===== src/rtl/irqbank_pkg.sv =====
package irqbank_pkg;
  localparam int unsigned GRP_W  = 3;
  localparam int unsigned OFS_ST = 0;
  localparam int unsigned OFS_AK = 1;
  localparam int unsigned OFS_EN = 2;

  typedef enum logic {
    SEL_LINK = 1'b0,
    SEL_VID  = 1'b1
  } reg_sel_e;
endpackage


===== src/rtl/irqbank_cell.sv =====
module irqbank_cell (
  input  logic clk,
  input  logic rst_n,
  input  logic evt,
  input  logic wr_hit,
  input  logic ack,
  input  logic en_in,
  output logic stat_q,
  output logic en_q
);
  // The event term is ORed in last, so a pulse at the same edge as an ack wins.
  always_ff @(posedge clk) begin
    if (!rst_n) begin
      stat_q <= 1'b0;
      en_q   <= 1'b0;
    end else begin
      stat_q <= evt | (stat_q & ~(wr_hit & ack));
      if (wr_hit) en_q <= en_in;
    end
  end
endmodule


===== src/rtl/irqbank_group.sv =====
module irqbank_group
  import irqbank_pkg::*;
#(
  parameter int unsigned N_SRC = 10,
  parameter int unsigned DW    = 32
) (
  input  logic             clk,
  input  logic             rst_n,
  input  logic [N_SRC-1:0] evt,
  input  logic             wr_hit,
  input  logic [DW-1:0]    wr_data,
  output logic [DW-1:0]    rd_word,
  output logic [N_SRC-1:0] stat,
  output logic [N_SRC-1:0] en,
  output logic             pend
);
  localparam int unsigned USED_W = GRP_W * N_SRC;

  function automatic logic [DW-1:0] ignored_bits();
    logic [DW-1:0] m;
    m = '1;
    for (int i = 0; i < int'(N_SRC); i++) begin
      m[GRP_W*i + OFS_AK] = 1'b0;
      m[GRP_W*i + OFS_EN] = 1'b0;
    end
    return m;
  endfunction

  localparam logic [DW-1:0] IGN_MASK = ignored_bits();

  logic unused_wr_bits;
  assign unused_wr_bits = ^(wr_data & IGN_MASK);

  for (genvar i = 0; i < int'(N_SRC); i++) begin : g_src
    irqbank_cell u_cell (
      .clk    (clk),
      .rst_n  (rst_n),
      .evt    (evt[i]),
      .wr_hit (wr_hit),
      .ack    (wr_data[GRP_W*i + OFS_AK]),
      .en_in  (wr_data[GRP_W*i + OFS_EN]),
      .stat_q (stat[i]),
      .en_q   (en[i])
    );
    assign rd_word[GRP_W*i + OFS_ST] = stat[i];
    assign rd_word[GRP_W*i + OFS_AK] = 1'b0;
    assign rd_word[GRP_W*i + OFS_EN] = en[i];
  end

  if (USED_W < DW) begin : g_tail
    assign rd_word[DW-1:USED_W] = '0;
  end

  assign pend = |(stat & en);
endmodule


===== src/rtl/irqbank_top.sv =====
module irqbank_top
  import irqbank_pkg::*;
#(
  parameter int unsigned N_A = 10,
  parameter int unsigned N_B = 4,
  parameter int unsigned DW  = 32
) (
  input  logic           clk,
  input  logic           rst_n,
  input  logic           reg_sel,
  input  logic           wr_en,
  input  logic [DW-1:0]  wr_data,
  output logic [DW-1:0]  rd_data,
  input  logic [N_A-1:0] evt_a,
  input  logic [N_B-1:0] evt_b,
  output logic           irq
);
  logic [N_A-1:0] stat_a, en_a;
  logic [N_B-1:0] stat_b, en_b;
  logic [DW-1:0]  word_a, word_b;
  logic           pend_a, pend_b;
  logic           hit_a, hit_b;
  logic           irq_q;

  assign hit_a = wr_en && (reg_sel == SEL_LINK);
  assign hit_b = wr_en && (reg_sel == SEL_VID);

  irqbank_group #(.N_SRC(N_A), .DW(DW)) u_grp_a (
    .clk(clk), .rst_n(rst_n), .evt(evt_a), .wr_hit(hit_a), .wr_data(wr_data),
    .rd_word(word_a), .stat(stat_a), .en(en_a), .pend(pend_a)
  );

  irqbank_group #(.N_SRC(N_B), .DW(DW)) u_grp_b (
    .clk(clk), .rst_n(rst_n), .evt(evt_b), .wr_hit(hit_b), .wr_data(wr_data),
    .rd_word(word_b), .stat(stat_b), .en(en_b), .pend(pend_b)
  );

  assign rd_data = (reg_sel == SEL_VID) ? word_b : word_a;

  always_ff @(posedge clk) begin
    if (!rst_n) irq_q <= 1'b0;
    else        irq_q <= pend_a | pend_b;
  end

  assign irq = irq_q;
endmodule


===== config.mk =====
export PLATFORM = sky130hd
export DESIGN_NAME = irqbank_top
export DESIGN_NICKNAME = d
export VERILOG_FILES = /design/src/rtl/irqbank_pkg.sv /design/src/rtl/irqbank_cell.sv /design/src/rtl/irqbank_group.sv /design/src/rtl/irqbank_top.sv
export SDC_FILE = /design/constraint.sdc
export NUM_CORES = 1
export LEC_CHECK = 0
export BUFFER_PORTS_ARGS = -buffer_cell sky130_fd_sc_hd__buf_2
export CORE_MARGIN = 3
export CORE_UTILIZATION = 43
export CTS_CLUSTER_DIAMETER = 50
export DETAILED_ROUTE_END_ITERATION = 10
export PLACE_DENSITY = 0.85
export SYNTH_ARGS = -nofsm -noshare
export SYNTH_HDL_FRONTEND = slang
export SYNTH_SLANG_ARGS = --single-unit

===== constraint.sdc =====
create_clock -name clk -period 1.1 [get_ports clk]
set_clock_uncertainty 0.05 [all_clocks]
set_input_delay 0.165 -clock clk [delete_from_list [all_inputs] [get_ports clk]]
set_output_delay 0.165 -clock clk [all_outputs]
set_load 0.01 [all_outputs]

# Yosys cells after proc, flatten, opt, wreduce, memory -nomap -nowiden
# Cells that the tools add are included.
[op_classes]
mux = 1
bitwise = 60
reduce_logical = 4
[ops]
columns = ["operator", "count"]
rows = [
  ["$mux 30", 1],
  ["$and 1x1->1", 28],
  ["$not 1->1", 15],
  ["$or 1x1->1", 15],
  ["$and 10x10->10", 1],
  ["$reduce_or 10->1", 1],
  ["$and 4x4->4", 1],
  ["$reduce_or 4->1", 1],
  ["$logic_and 1x1->1", 2],
]
[word_totals]
reg_bits = 29
input_bits = 50
output_inout_bits = 33
elab_cells = 94

# Longest topological paths before layout
# Gate-level depths: netlist of run 1.
[logic_depth]
depth_word = 6
depth_mapped = 5
ltp_nobuf = 3

# Cells and area by module
# A second synthesis of run 1 with hierarchy kept.
[hier_totals]
cells_unflattened = 213
area_unflattened_um2 = 2129.5
[modules_own_cells]
columns = ["mod", "n_inst", "cells_each", "area_per_inst_um2", "seq_area_each_um2"]
rows = [
  ["irqbank_cell", 14, 7, 71.3, 40.0],
  ["irqbank_top", 1, 40, 571.8, 20.0],
  ["irqbank_group (u_grp_a)", 1, 39, 296.5, 0.0],
  ["irqbank_group (u_grp_b)", 1, 36, 262.8, 0.0],
]

# Worst setup path after synthesis of run 1
# Ideal clock, no wire load.
[synth_path]
kind = "register to register"
start = "reg u_grp_a.g_src[1].u_cell.stat_q"
end = "reg irq_q, in the netlist irq"
setup_time_ns = 0.120
arrival_time_ns = 0.796
required_ns = 0.930
setup_slack_ns = 0.134
stages_incl_launch_ff = 4
n_path_buf = 0
synth_period_minus_slack_ns = 0.966
cell_sequence = "dfxtp_1 a22oi_1 nand2_1 o31a_1"
[synth_between]
elab_chain_len = 3
[synth_lines]
columns = ["item", "line_no", "source"]
rows = [
  ["from (decl)", "irqbank_cell.sv:8", "output logic stat_q,"],
  ["from (signal assigned)", "irqbank_cell.sv:17", "stat_q <= evt | (stat_q & ~(wr_hit & ack));"],
  ["$and 10x10->10", "irqbank_group.sv:54", "assign pend = |(stat & en);"],
  ["$reduce_or 10->1", "irqbank_group.sv:54", ""],
  ["$or 1x1->1", "irqbank_top.sv:42", "else irq_q <= pend_a | pend_b;"],
  ["to (signal assigned)", "irqbank_top.sv:42", ""],
  ["to (decl)", "irqbank_top.sv:23", "logic irq_q;"],
]
# Every way passes these cells.
# A chain may end at the register's enable or synchronous reset.

# Final worst setup path of run 1
[layout_path]
start = "reg u_grp_a.g_src[2].u_cell.stat_q"
end = "out rd_data[6]"
[layout_between]
elab_chain_len = 1
[layout_lines]
columns = ["item", "line_no", "source"]
rows = [
  ["from (decl)", "irqbank_cell.sv:8", ""],
  ["from (signal assigned)", "irqbank_cell.sv:17", ""],
  ["$mux 30", "irqbank_top.sv:38", "assign rd_data = (reg_sel == SEL_VID) ? word_b : word_a;"],
  ["to (decl)", "irqbank_top.sv:13", "output logic [DW-1:0] rd_data,"],
]
# Every way passes these cells.

==> run summary, run 1 <==
status: complete, but fails checks
failing checks: hold timing, setup timing
die width: 63.6 microns
core area: 3100 sq um
crit path cell chain: mux2_4, buf_6
Initial Utilization: 45.9%
Placed Cells incl. Taps: 265
yosys warns: 0
worst path required time: 0.88 ns
final hold vios: 1
Tcrit/Tclk final: 120%
synthesized flop and latch total: 29
Crit Path Max Fanout: 2
DR WL/cell: 22.1 microns
# clock sinks: 29
Num CTS Buffers: 5
DR pass1 iterations: 7
final setup fails: 22
crit-path leading delay family: flip-flops
RSZ-0062 raised after global routing: yes
Gate Count Post-Synth: 160
I/O pins: 83
fill cell count: 158
Arr. time, crit path: 1.10 ns
Final Max Tran Viols: 0
Vias/cell: 5.64
HPWL after detailed placement: 2620 microns
initial antenna violation count: 0
min-delay worst type: in2reg
CP startpoint kind: flop
clk buf depth: 2
slowest CP cell: dfxtp_2
register area share after synthesis: 40.7%
Leak: 1.15 nW
Hold Slack: -0.00278 ns
Port Buffer Count: 58
GR Util All Layers: 25.8%
initial DRC count: 219
die height: 63.6 microns
crit end category: primary output
Final GP Congestion: 0.765
post-route ant nets: 0
Non-Filler Instances: 316
first-pass GRT wire length: 7870 microns
vias: 1781
Cell Rows: 20
slowest stage delay, CP: 0.36 ns
die area: 4040 sq um
minimum clock period: 1.32 ns
Antenna Cells: 0
power per cell area: 1040 nW/um^2
vias in the first global route: 1671
share of cells above drive strength 1: 58.5%
Peak VDD IR: 0.514 mV
Peak Freq: 759 MHz
Avg Cell Area, Syn: 8.91 sq um
worst setup margin: -0.218 ns
largest net degree at the start of global routing: 30
Mapped Area: 1430 sq um
FF-to-FF setup slack: -0.13 ns
clock root buffer: clkbuf_4
WS Path Type: reg2out
H-tree Lvls: 2
count of cell types in the netlist: 18
final net count: 321
Skew-Pair Late Insertion Delay: 0.35 ns
Overflow after GRT: 0
Clock transition at path regs: 0.11 ns
WP buf/inv: 1
final wirelength: 6990 microns
drt drc: 0
CTS tree: built
Area Growth Syn to Fin: 73.6%
Max-Cap Viols: 0
metrics by stage:
stage | setup WS, ns | power, mW | area [sq um] | utilization [%] | setup TNS (ns)
after floorplan | 0.134 | 1.43 | 1470 | - | 0
after global placement | -0.0568 | 1.58 | 1790 | 57.7 | -0.491
after detailed placement | -0.0792 | 1.59 | 1790 | 57.7 | -0.849
after CTS | -0.179 | 2.36 | 2270 | 73.2 | -2.07
after global routing | -0.241 | 2.63 | 2470 | 79.7 | -3.34
final | -0.218 | 2.57 | 2470 | 79.7 | -2.76
cell usage after synthesis:
master / instances / area, sq um
nand2_1: 27 / 101
buf_4: 15 / 113
a22oi_1: 7 / 52.6
a21oi_1: 4 / 20.0
nor2b_2: 1 / 8.76
dfxtp_1: 29 / 581
conb_1: 1 / 3.75
nor2b_1: 16 / 100
o21a_1: 10 / 75.1
o31a_1: 1 / 8.76
clkbuf_1: 1 / 3.75
buf_6: 1 / 11.3
a21boi_0: 13 / 97.6
nand3_1: 9 / 45.0
nand2b_1: 1 / 6.26
buf_2: 5 / 25.0
mux2_2: 8 / 90.1
a21boi_1: 11 / 82.6
placed cells by master (no fill, tap or decap), types with 4 or more instances in the layout:
master | synthesis | layout
buf_2 | 5 | 41
buf_4 | 15 | 39
dfxtp_2 | 0 | 28
nand2_1 | 27 | 27
buf_6 | 1 | 18
dlygate4sd3_1 | 0 | 15
a21boi_0 | 13 | 13
conb_1 | 1 | 12
a21boi_1 | 11 | 11
o21a_1 | 10 | 10
nor2b_4 | 0 | 9
nand3_1 | 9 | 9
mux2_4 | 0 | 8
nor2b_1 | 16 | 7
a22oi_2 | 0 | 6
clkbuf_4 | 0 | 5
a21oi_1 | 4 | 4
metal layers:
metal	wire length, microns	up-vias	track usage [%]
met1	2300	806	26.6
li1	-	742	-
met4	597	0	15.4
met2	3290	170	45.2
met5	0	-	0
met3	799	63	8.02
where the power goes:
group / internal, mW / switching [mW]
clock network: 0.243 / 0.421
logic: 0.392 / 0.333
registers: 1.13 / 0.0499
total: 1.76 / 0.804
layout make-up:
type / instances / area (sq um) / area share [%]
Timing Repair Buffer: 115 / 891 / 36.0
Clock inverter: 2 / 10.0 / 0.405
Multi-Input combinational cell: 120 / 861 / 34.8
Tap cell: 44 / 55.1 / 2.23
Clock buffer: 6 / 41.3 / 1.67
Sequential cell: 29 / 616 / 24.9
worst reg2reg max path: stages (launching register included):
cell     delay [ns]
dfxtp_2        0.35
buf_4          0.14
a22oi_2        0.18
nand3_1        0.10
o31a_1         0.30
logic make-up (layout without fill, tap and decap cells):
group | count (synthesis) | in the layout | share of synthesized area (%)
other | 1 | 12 | 0.263
AO/OA/AOI/OAI | 46 | 46 | 23.6
AND/OR/NAND/NOR | 54 | 54 | 18.4
buffers and inverters | 22 | 123 | 10.7
flip-flops | 29 | 29 | 40.7
multiplexers | 8 | 8 | 6.32
flip-flops by register name, summed over array words and instances (netlist names):
name,cells
u_grp_a.g_src.u_cell.en_q,10
u_grp_a.g_src.u_cell.stat_q,10
u_grp_b.g_src.u_cell.en_q,4
u_grp_b.g_src.u_cell.stat_q,4
irq,1
timing repair:
item / 4_1_cts / 5_1_grt
setup endpoints to repair: 20 / 21
hold buffers: 14 / 1
buffers inserted: 25 / 3
endpoints found under the hold margin: 14 / 1
resized for setup: 40 / 38
pin swaps: 0 / 6
final timing paths:
path | from | end | cells past startpoint
max | u_grp_a.g_src[2].u_cell.stat_q | rd_data[6] | 2
min | wr_data[23] | u_grp_a.g_src[7].u_cell.en_q | 3
max reg2reg | u_grp_a.g_src[9].u_cell.en_q | irq | 4
min reg2reg | u_grp_a.g_src[4].u_cell.en_q | u_grp_a.g_src[4].u_cell.en_q | 2
Note: power is estimated with default switching activity, not from simulation.
==> run 2, diff against run 1 <==
ABC_AREA = 1   (was not set)
==> run 2 against run 1 <==
- the flow finishes with violations (setup timing)
- sequential share of layout area up 4.4 points
- synthesized cell count increased by 31%
- via count fell by 9.8%
- maximum frequency increased by 11%
- first-iteration DRC count shrank 73%
- critical path depth is 1 higher
- critical path type unchanged
- highest routed layer unchanged
==> run summary, run 2 <==
status: complete, but fails checks
failing checks: setup timing
# clock sinks: 29 (unchanged)
post-synth top area cell: dfxtp_1
Overflow after GRT: 0 (unchanged)
initial antenna violation count: 0 (unchanged)
largest net degree at the start of global routing: 16 (-47%)
die width: 63.0 microns (-0.88%)
register area share after synthesis: 41.5% (+0.80 points)
clk buf depth: 2 (unchanged)
top cell type's share of synthesized area: 41.5% (+0.80 points)
drt drc: 0 (unchanged)
DR WL/cell: 11.8 microns (-47%)
Num CTS Buffers: 5 (unchanged)
Top FF cell, synth: dfxtp_1
Peak VDD IR: 0.903 mV (+76%)
Skew-Pair Late Insertion Delay: 0.34 ns (about the same)
Top Registers: u_grp_a.g_src.u_cell.en_q: 10 flops, u_grp_a.g_src.u_cell.stat_q: 10 flops
worst hold start: evt_a[1]
most frequent cells in the layout: buf_2 (56), nand2_1 (42), buf_4 (28), dfxtp_2 (28), nor2_1 (26)
internal power: 1.78 mW (+0.94%)
Comb pwr share: 22.2% (-6.1 points)
WS Path Type: reg2out
count of cell types in the netlist: 15 (-3)
Switch Pwr: 0.723 mW (-10%)
first-pass GRT wire length: 6330 microns (-20%)
Area Growth Syn to Fin: 50.2%
Tcrit/Tclk final: 108% (-12 points)
I/O pins: 83 (unchanged)
RSZ-0062 raised after global routing: yes
FF-to-FF setup slack: -0.05 ns (+0.08 ns)
worst setup margin: -0.0884 ns (+0.130 ns)
FF-to-FF End: irq
Hold Slack: 0.00384 ns (+0.00662 ns)
Reg2Reg Launch Point: u_grp_a.g_src[2].u_cell.en_q
slowest stage delay, CP: 0.35 ns (about the same)
Post-synth EDFFs: 0 (unchanged)
die area: 3970 sq um (-1.8%)
Final GP Congestion: 0.799 (+4.5%)
vias: 1607 (-9.8%)
core area: 3080 sq um (-0.81%)
Avg Cell Area, Syn: 6.66 sq um (-25%)
worst reg2reg path depth: 8 (+4)
DR pass1 iterations: 4 (-3)
most common cell after layout, fill and taps aside: buf_2
power per cell area: 1190 nW/um^2 (+15%)
H-tree Lvls: 2 (unchanged)
Vias/cell: 4.60 (-18%)
Endpoint, Worst Hold: u_grp_a.g_src[1].u_cell.stat_q
fill cell count: 251 (+59%)
total power draw: 2.50 mW (-2.5%)
Peak Freq: 842 MHz (+11%)
final setup fails: 21 (-4.5%)
CP startpoint kind: flop
post-route ant nets: 0 (unchanged)
Cell Rows: 20 (unchanged)
yosys warns: 0 (unchanged)
synth cell count leaders: nand2_1 (46), inv_1 (31), nor2_1 (31)
CTS tree: built
Placed Cells incl. Taps: 312 (+18%)
minimum clock period: 1.19 ns (-0.130 ns)
register share of total power: 47.6% (+1.7 points)
worst path required time: 0.88 ns (about the same)
Initial Utilization: 45.4% (-0.52 points)
crit end category: primary output
Non-Filler Instances: 349 (+10%)
final net count: 354 (+10%)
clock root buffer: clkbuf_4
asr flop ratio synth: 0% (unchanged)
Final Util: 68.2% (-12 points)
Arr. time, crit path: 0.97 ns (-0.13 ns)
Max-Cap Viols: 0 (unchanged)
crit path cell chain: inv_2, o21ai_2, buf_2
Crit Path Max Fanout: 2 (unchanged)
share of cells above drive strength 1: 49.8% (-8.6 points)
switching part of the total power: 28.9% (-2.4 points)
initial DRC count: 60 (-73%)
final hold vios: 0 (-1)
Clock transition at path regs: 0.09 ns (-0.02 ns)
hold path cells: 3 (unchanged)
top cells by area, synth: dfxtp_1 (42%), nand2_1 (12%), a21oi_1 (8.6%)
GR Util All Layers: 20.5% (-5.3 points)
synthesized flop and latch total: 29 (unchanged)
Port Buffer Count: 58 (unchanged)
slowest CP cell: dfxtp_2
vias in the first global route: 1452 (-13%)
Leak: 1.14 nW (-1.4%)
min-delay worst type: in2reg
most common cell in the synthesized netlist: nand2_1
clock share of power: 30.2% (+4.3 points)
HPWL after detailed placement: 2660 microns (+1.7%)
die height: 63.0 microns (-0.88%)
final wirelength: 4120 microns (-41%)
Antenna Cells: 0 (unchanged)
Final Max Tran Viols: 0 (unchanged)
Gate Count Post-Synth: 210 (+31%)
Mapped Area: 1400 sq um (-1.9%)
==> run 2: cell count changes after synthesis, moves of 10 or more <==
cell,delta
nand2_1,+19
nor2_1,+31
nor2b_1,-16
inv_1,+31
o21ai_0,+20
a21boi_0,-13
o21a_1,-10
a21boi_1,-11
a21oi_1,+20
==> run 2: how the worst max path moves through the flow <==
stage,start,end,cells past startpoint
2_1_floorplan,reg_sel,u_grp_a.g_src[0].u_cell.en_q,6
3_3_place_gp,reg_sel,u_grp_a.g_src[6].u_cell.stat_q,7
3_5_place_dp,reg_sel,u_grp_b.g_src[2].u_cell.stat_q,4
4_1_cts,u_grp_a.g_src[2].u_cell.en_q,rd_data[8],3
5_1_grt,u_grp_a.g_src[2].u_cell.en_q,rd_data[8],3
6_report,u_grp_a.g_src[2].u_cell.en_q,rd_data[8],3
==> run 2: cells by family (layout without fill, tap and decap cells) <==
kind of cell    after synthesis  after routing  synth area share [%]
compound gates               50             50                  17.9
buf+inv                      52            136                  18.8
flops                        29             29                  41.5
other cells                   1             12                 0.268
simple gates                 78             78                  21.5
==> run 2: layout make-up <==
type	count	area [sq um]	area share (%)
multi-input combinational	140	629	30.0
sequential	29	616	29.3
timing repair buffer	95	603	28.7
inverter	33	126	6.02
clock buffer	7	65.1	3.10
tap	44	55.1	2.62
clock inverter	1	5.00	0.238
==> run 2: per-stage QoR <==
step / setup slack (ns) / cell area, sq um / TNS (ns)
after detailed placement: 0.0183 / 1710 / 0
final: -0.0884 / 2100 / -0.888
after CTS: -0.0956 / 2010 / -0.932
after global routing: -0.136 / 2100 / -2.09
after floorplan: 0.231 / 1440 / 0
after global placement: 0.0509 / 1710 / 0
==> run 2: per-layer routing <==
layer  wire length [microns]  track usage [%]  up-vias
li1                        -                -      809
met1                    1660             22.4      718
met2                    2090             35.3       67
met3                     257             7.01       13
met4                     112             9.37        0
met5                       0                0        -
==> run 2: what timing repair did <==
action / 4_1_cts / 5_1_grt
pin swaps: 5 / 4
cloned: 0 / 0
setup buffers: 14 / 6
resized for setup: 41 / 20
endpoints found under the hold margin: 9 / 0
endpoints found under the setup margin: 20 / 20
hold buffers: 9 / 0
==> run 2: worst max-delay path, delay by kind of cell (launching register included) <==
| family | cells | cell delay [ns] |
|---|---|---|
| compound gates | 1 | 0.11 |
| flops | 1 | 0.35 |
| buf+inv | 2 | 0.18 |
==> run 2: power by group through the flow <==
stage / registers [mW] / clock network [mW] / logic (mW)
after floorplan: 1.19 / 0 / 0.273
after global placement: 1.20 / 0 / 0.399
after detailed placement: 1.20 / 0 / 0.407
after CTS: 1.18 / 0.751 / 0.497
after global routing: 1.20 / 0.805 / 0.615
final: 1.19 / 0.756 / 0.555
==> run 3, diff against run 2 <==
--- a/constraint.sdc
+++ b/constraint.sdc
@@ -4,2 +4,2 @@
 set_output_delay 0.165 -clock clk [all_outputs]
-set_load 0.01 [all_outputs]
+set_load 0.05 [all_outputs]
==> run 3 against run 2 <==
- the flow still finishes with violations (setup timing)
- register-to-register slack better by 0.08 ns
- global-route usage up 0.74 points
- flip-flop and latch count unchanged
- critical path depth unchanged
- highest routed layer unchanged
- clock power down 18%
- sequential power about the same
- final area up 9.2%
- sequential share of layout area down 2.5 points
- count of clock-buffer cells in the layout up 1
- non-clock buffer count unchanged
==> run summary, run 3 (synthesis results as in run 2) <==
largest net degree at the start of global routing: 17 (+1)
slowest stage delay, CP: 0.35 ns (about the same)
Overflow after GRT: 0 (unchanged)
post-route ant nets: 0 (unchanged)
HPWL after detailed placement: 2680 microns (+0.74%)
die height: 63.0 microns (unchanged)
DR WL/cell: 12.1 microns (+2.7%)
Top Registers: u_grp_a.g_src.u_cell.en_q: 10 flops, u_grp_a.g_src.u_cell.stat_q: 10 flops
Non-Filler Instances: 349 (unchanged)
first-pass GRT wire length: 6680 microns (+5.6%)
Port Buffer Count: 58 (unchanged)
initial DRC count: 88 (+47%)
Placed Cells incl. Taps: 314 (+0.64%)
FF-to-FF setup slack: 0.03 ns (+0.08 ns)
crit path cell chain: inv_2, o21ai_2, buf_6
final setup fails: 20 (-4.8%)
Leak: 1.16 nW (+2.1%)
Arr. time, crit path: 1.00 ns (+0.03 ns)
setup_tns: -1.55 ns (-0.657 ns)
slowest CP cell: dfxtp_2
CP Depth: 3 (unchanged)
minimum clock period: 1.22 ns (+0.0284 ns)
Cell Rows: 20 (unchanged)
Reg2Reg Launch Point: u_grp_a.g_src[0].u_cell.stat_q
final net count: 354 (unchanged)
status: complete, but fails checks
Layout Cell Area excl Fill: 2290 sq um (+9.2%)
FF-to-FF End: irq
final hold vios: 0 (unchanged)
Final GP Congestion: 0.855 (+7.0%)
crit end category: primary output
WS Path Type: reg2out
Vias/cell: 4.66 (+1.3%)
DR pass1 iterations: 4 (unchanged)
RSZ-0062 raised after global routing: yes
clk buf depth: 2 (unchanged)
GR Util All Layers: 21.2% (+0.74 points)
most common cell after layout, fill and taps aside: nand2_1
# clock sinks: 29 (unchanged)
I/O pins: 83 (unchanged)
Antenna Cells: 0 (unchanged)
core area: 3080 sq um (unchanged)
worst path required time: 0.88 ns (about the same)
DP Area: 1800 sq um (+5.6%)
Num CTS Buffers: 5 (unchanged)
Initial Utilization: 45.4% (unchanged)
WP buf/inv: 2 (unchanged)
initial antenna violation count: 0 (unchanged)
CP Launch Point: u_grp_a.g_src[0].u_cell.en_q
CP startpoint kind: flop
share of cells above drive strength 1: 53.8% (+3.9 points)
final wirelength: 4240 microns (+2.7%)
vias in the first global route: 1581 (+8.9%)
Crit Path Max Fanout: 2 (unchanged)
CTS tree: built
crit path capture: rd_data[2]
most frequent cells in the layout: nand2_1 (37), buf_2 (36), dfxtp_2 (28)
Skew-Pair Late Insertion Delay: 0.33 ns (about the same)
Hold Slack: 0.0115 ns (+0.00768 ns)
Peak Freq: 822 MHz (-2.3%)
Place WS: -0.118 ns (-0.137 ns)
die area: 3970 sq um (unchanged)
crit-path leading delay family: flip-flops
Peak VDD IR: 0.891 mV (-1.3%)
vias: 1628 (+1.3%)
Final Util: 74.5% (+6.3 points)
clock root buffer: clkbuf_4
min-delay worst type: in2reg
Clock transition at path regs: 0.09 ns (about the same)
Max-Cap Viols: 0 (unchanged)
H-tree Lvls: 2 (unchanged)
drt drc: 0 (unchanged)
worst setup margin: -0.117 ns (-0.0284 ns)
worst reg2reg path depth: 7 (-1)
die width: 63.0 microns (unchanged)
Final Max Tran Viols: 0 (unchanged)
total power draw: 2.69 mW (+7.6%)
failing checks: setup timing
Tcrit/Tclk final: 111% (+2.6 points)
power per cell area: 1170 nW/um^2 (-1.5%)
Area Growth Syn to Fin: 64.1%
-- run 3: how the worst min path moves through the flow --
stage               startpoint                        endpoint  slack, ns  depth (start not counted)
floorplan             evt_a[4]  u_grp_a.g_src[4].u_cell.stat_q       0.23                          2
global placement      evt_a[5]  u_grp_a.g_src[5].u_cell.stat_q       0.32                          3
CTS                   evt_a[2]  u_grp_a.g_src[2].u_cell.stat_q      0.001                          3
finish                evt_b[2]  u_grp_b.g_src[2].u_cell.stat_q       0.01                          3
detailed placement    evt_a[9]  u_grp_a.g_src[9].u_cell.stat_q       0.33                          3
global route          evt_b[2]  u_grp_b.g_src[2].u_cell.stat_q      0.003                          3
-- run 3: report_power, final --
group / total (mW) / switching, mW / leakage, nW / internal [mW]
sequential: 1.19 / 0.0524 / 0.249 / 1.14
combinational: 0.881 / 0.540 / 0.886 / 0.341
clock: 0.618 / 0.363 / 0.0265 / 0.254
-- run 3: cell type report --
cell class              count  area [sq um]
flip-flops and latches     29           616
repair buffers             95           757
multi-input cells         140           691
well taps                  44          55.1
inverters                  33           126
fillers                   246           785
clock buffers               8          48.8
-- run 3: tightest hold or removal path, stage by stage --
cell	delay [ns]
buf_2	0.10
inv_1	0.05
a21oi_1	0.05
-- run 3: routing by layer --
layer / track usage [%] / up-vias / wire length [microns]
met4: 11.3 / 0 / 92
li1: - / 811 / -
met2: 36.8 / 74 / 2160
met3: 6.65 / 10 / 339
met5: 0 / - / 0
met1: 22.8 / 733 / 1640
-- run 3: what timing repair did --
action	CTS	global route
buffers inserted	16	2
hold buffers	9	0
pin swaps	7	7
endpoints found under the setup margin	21	21
gates resized for setup	86	16
cloned	0	0
endpoints found under the hold margin	9	0
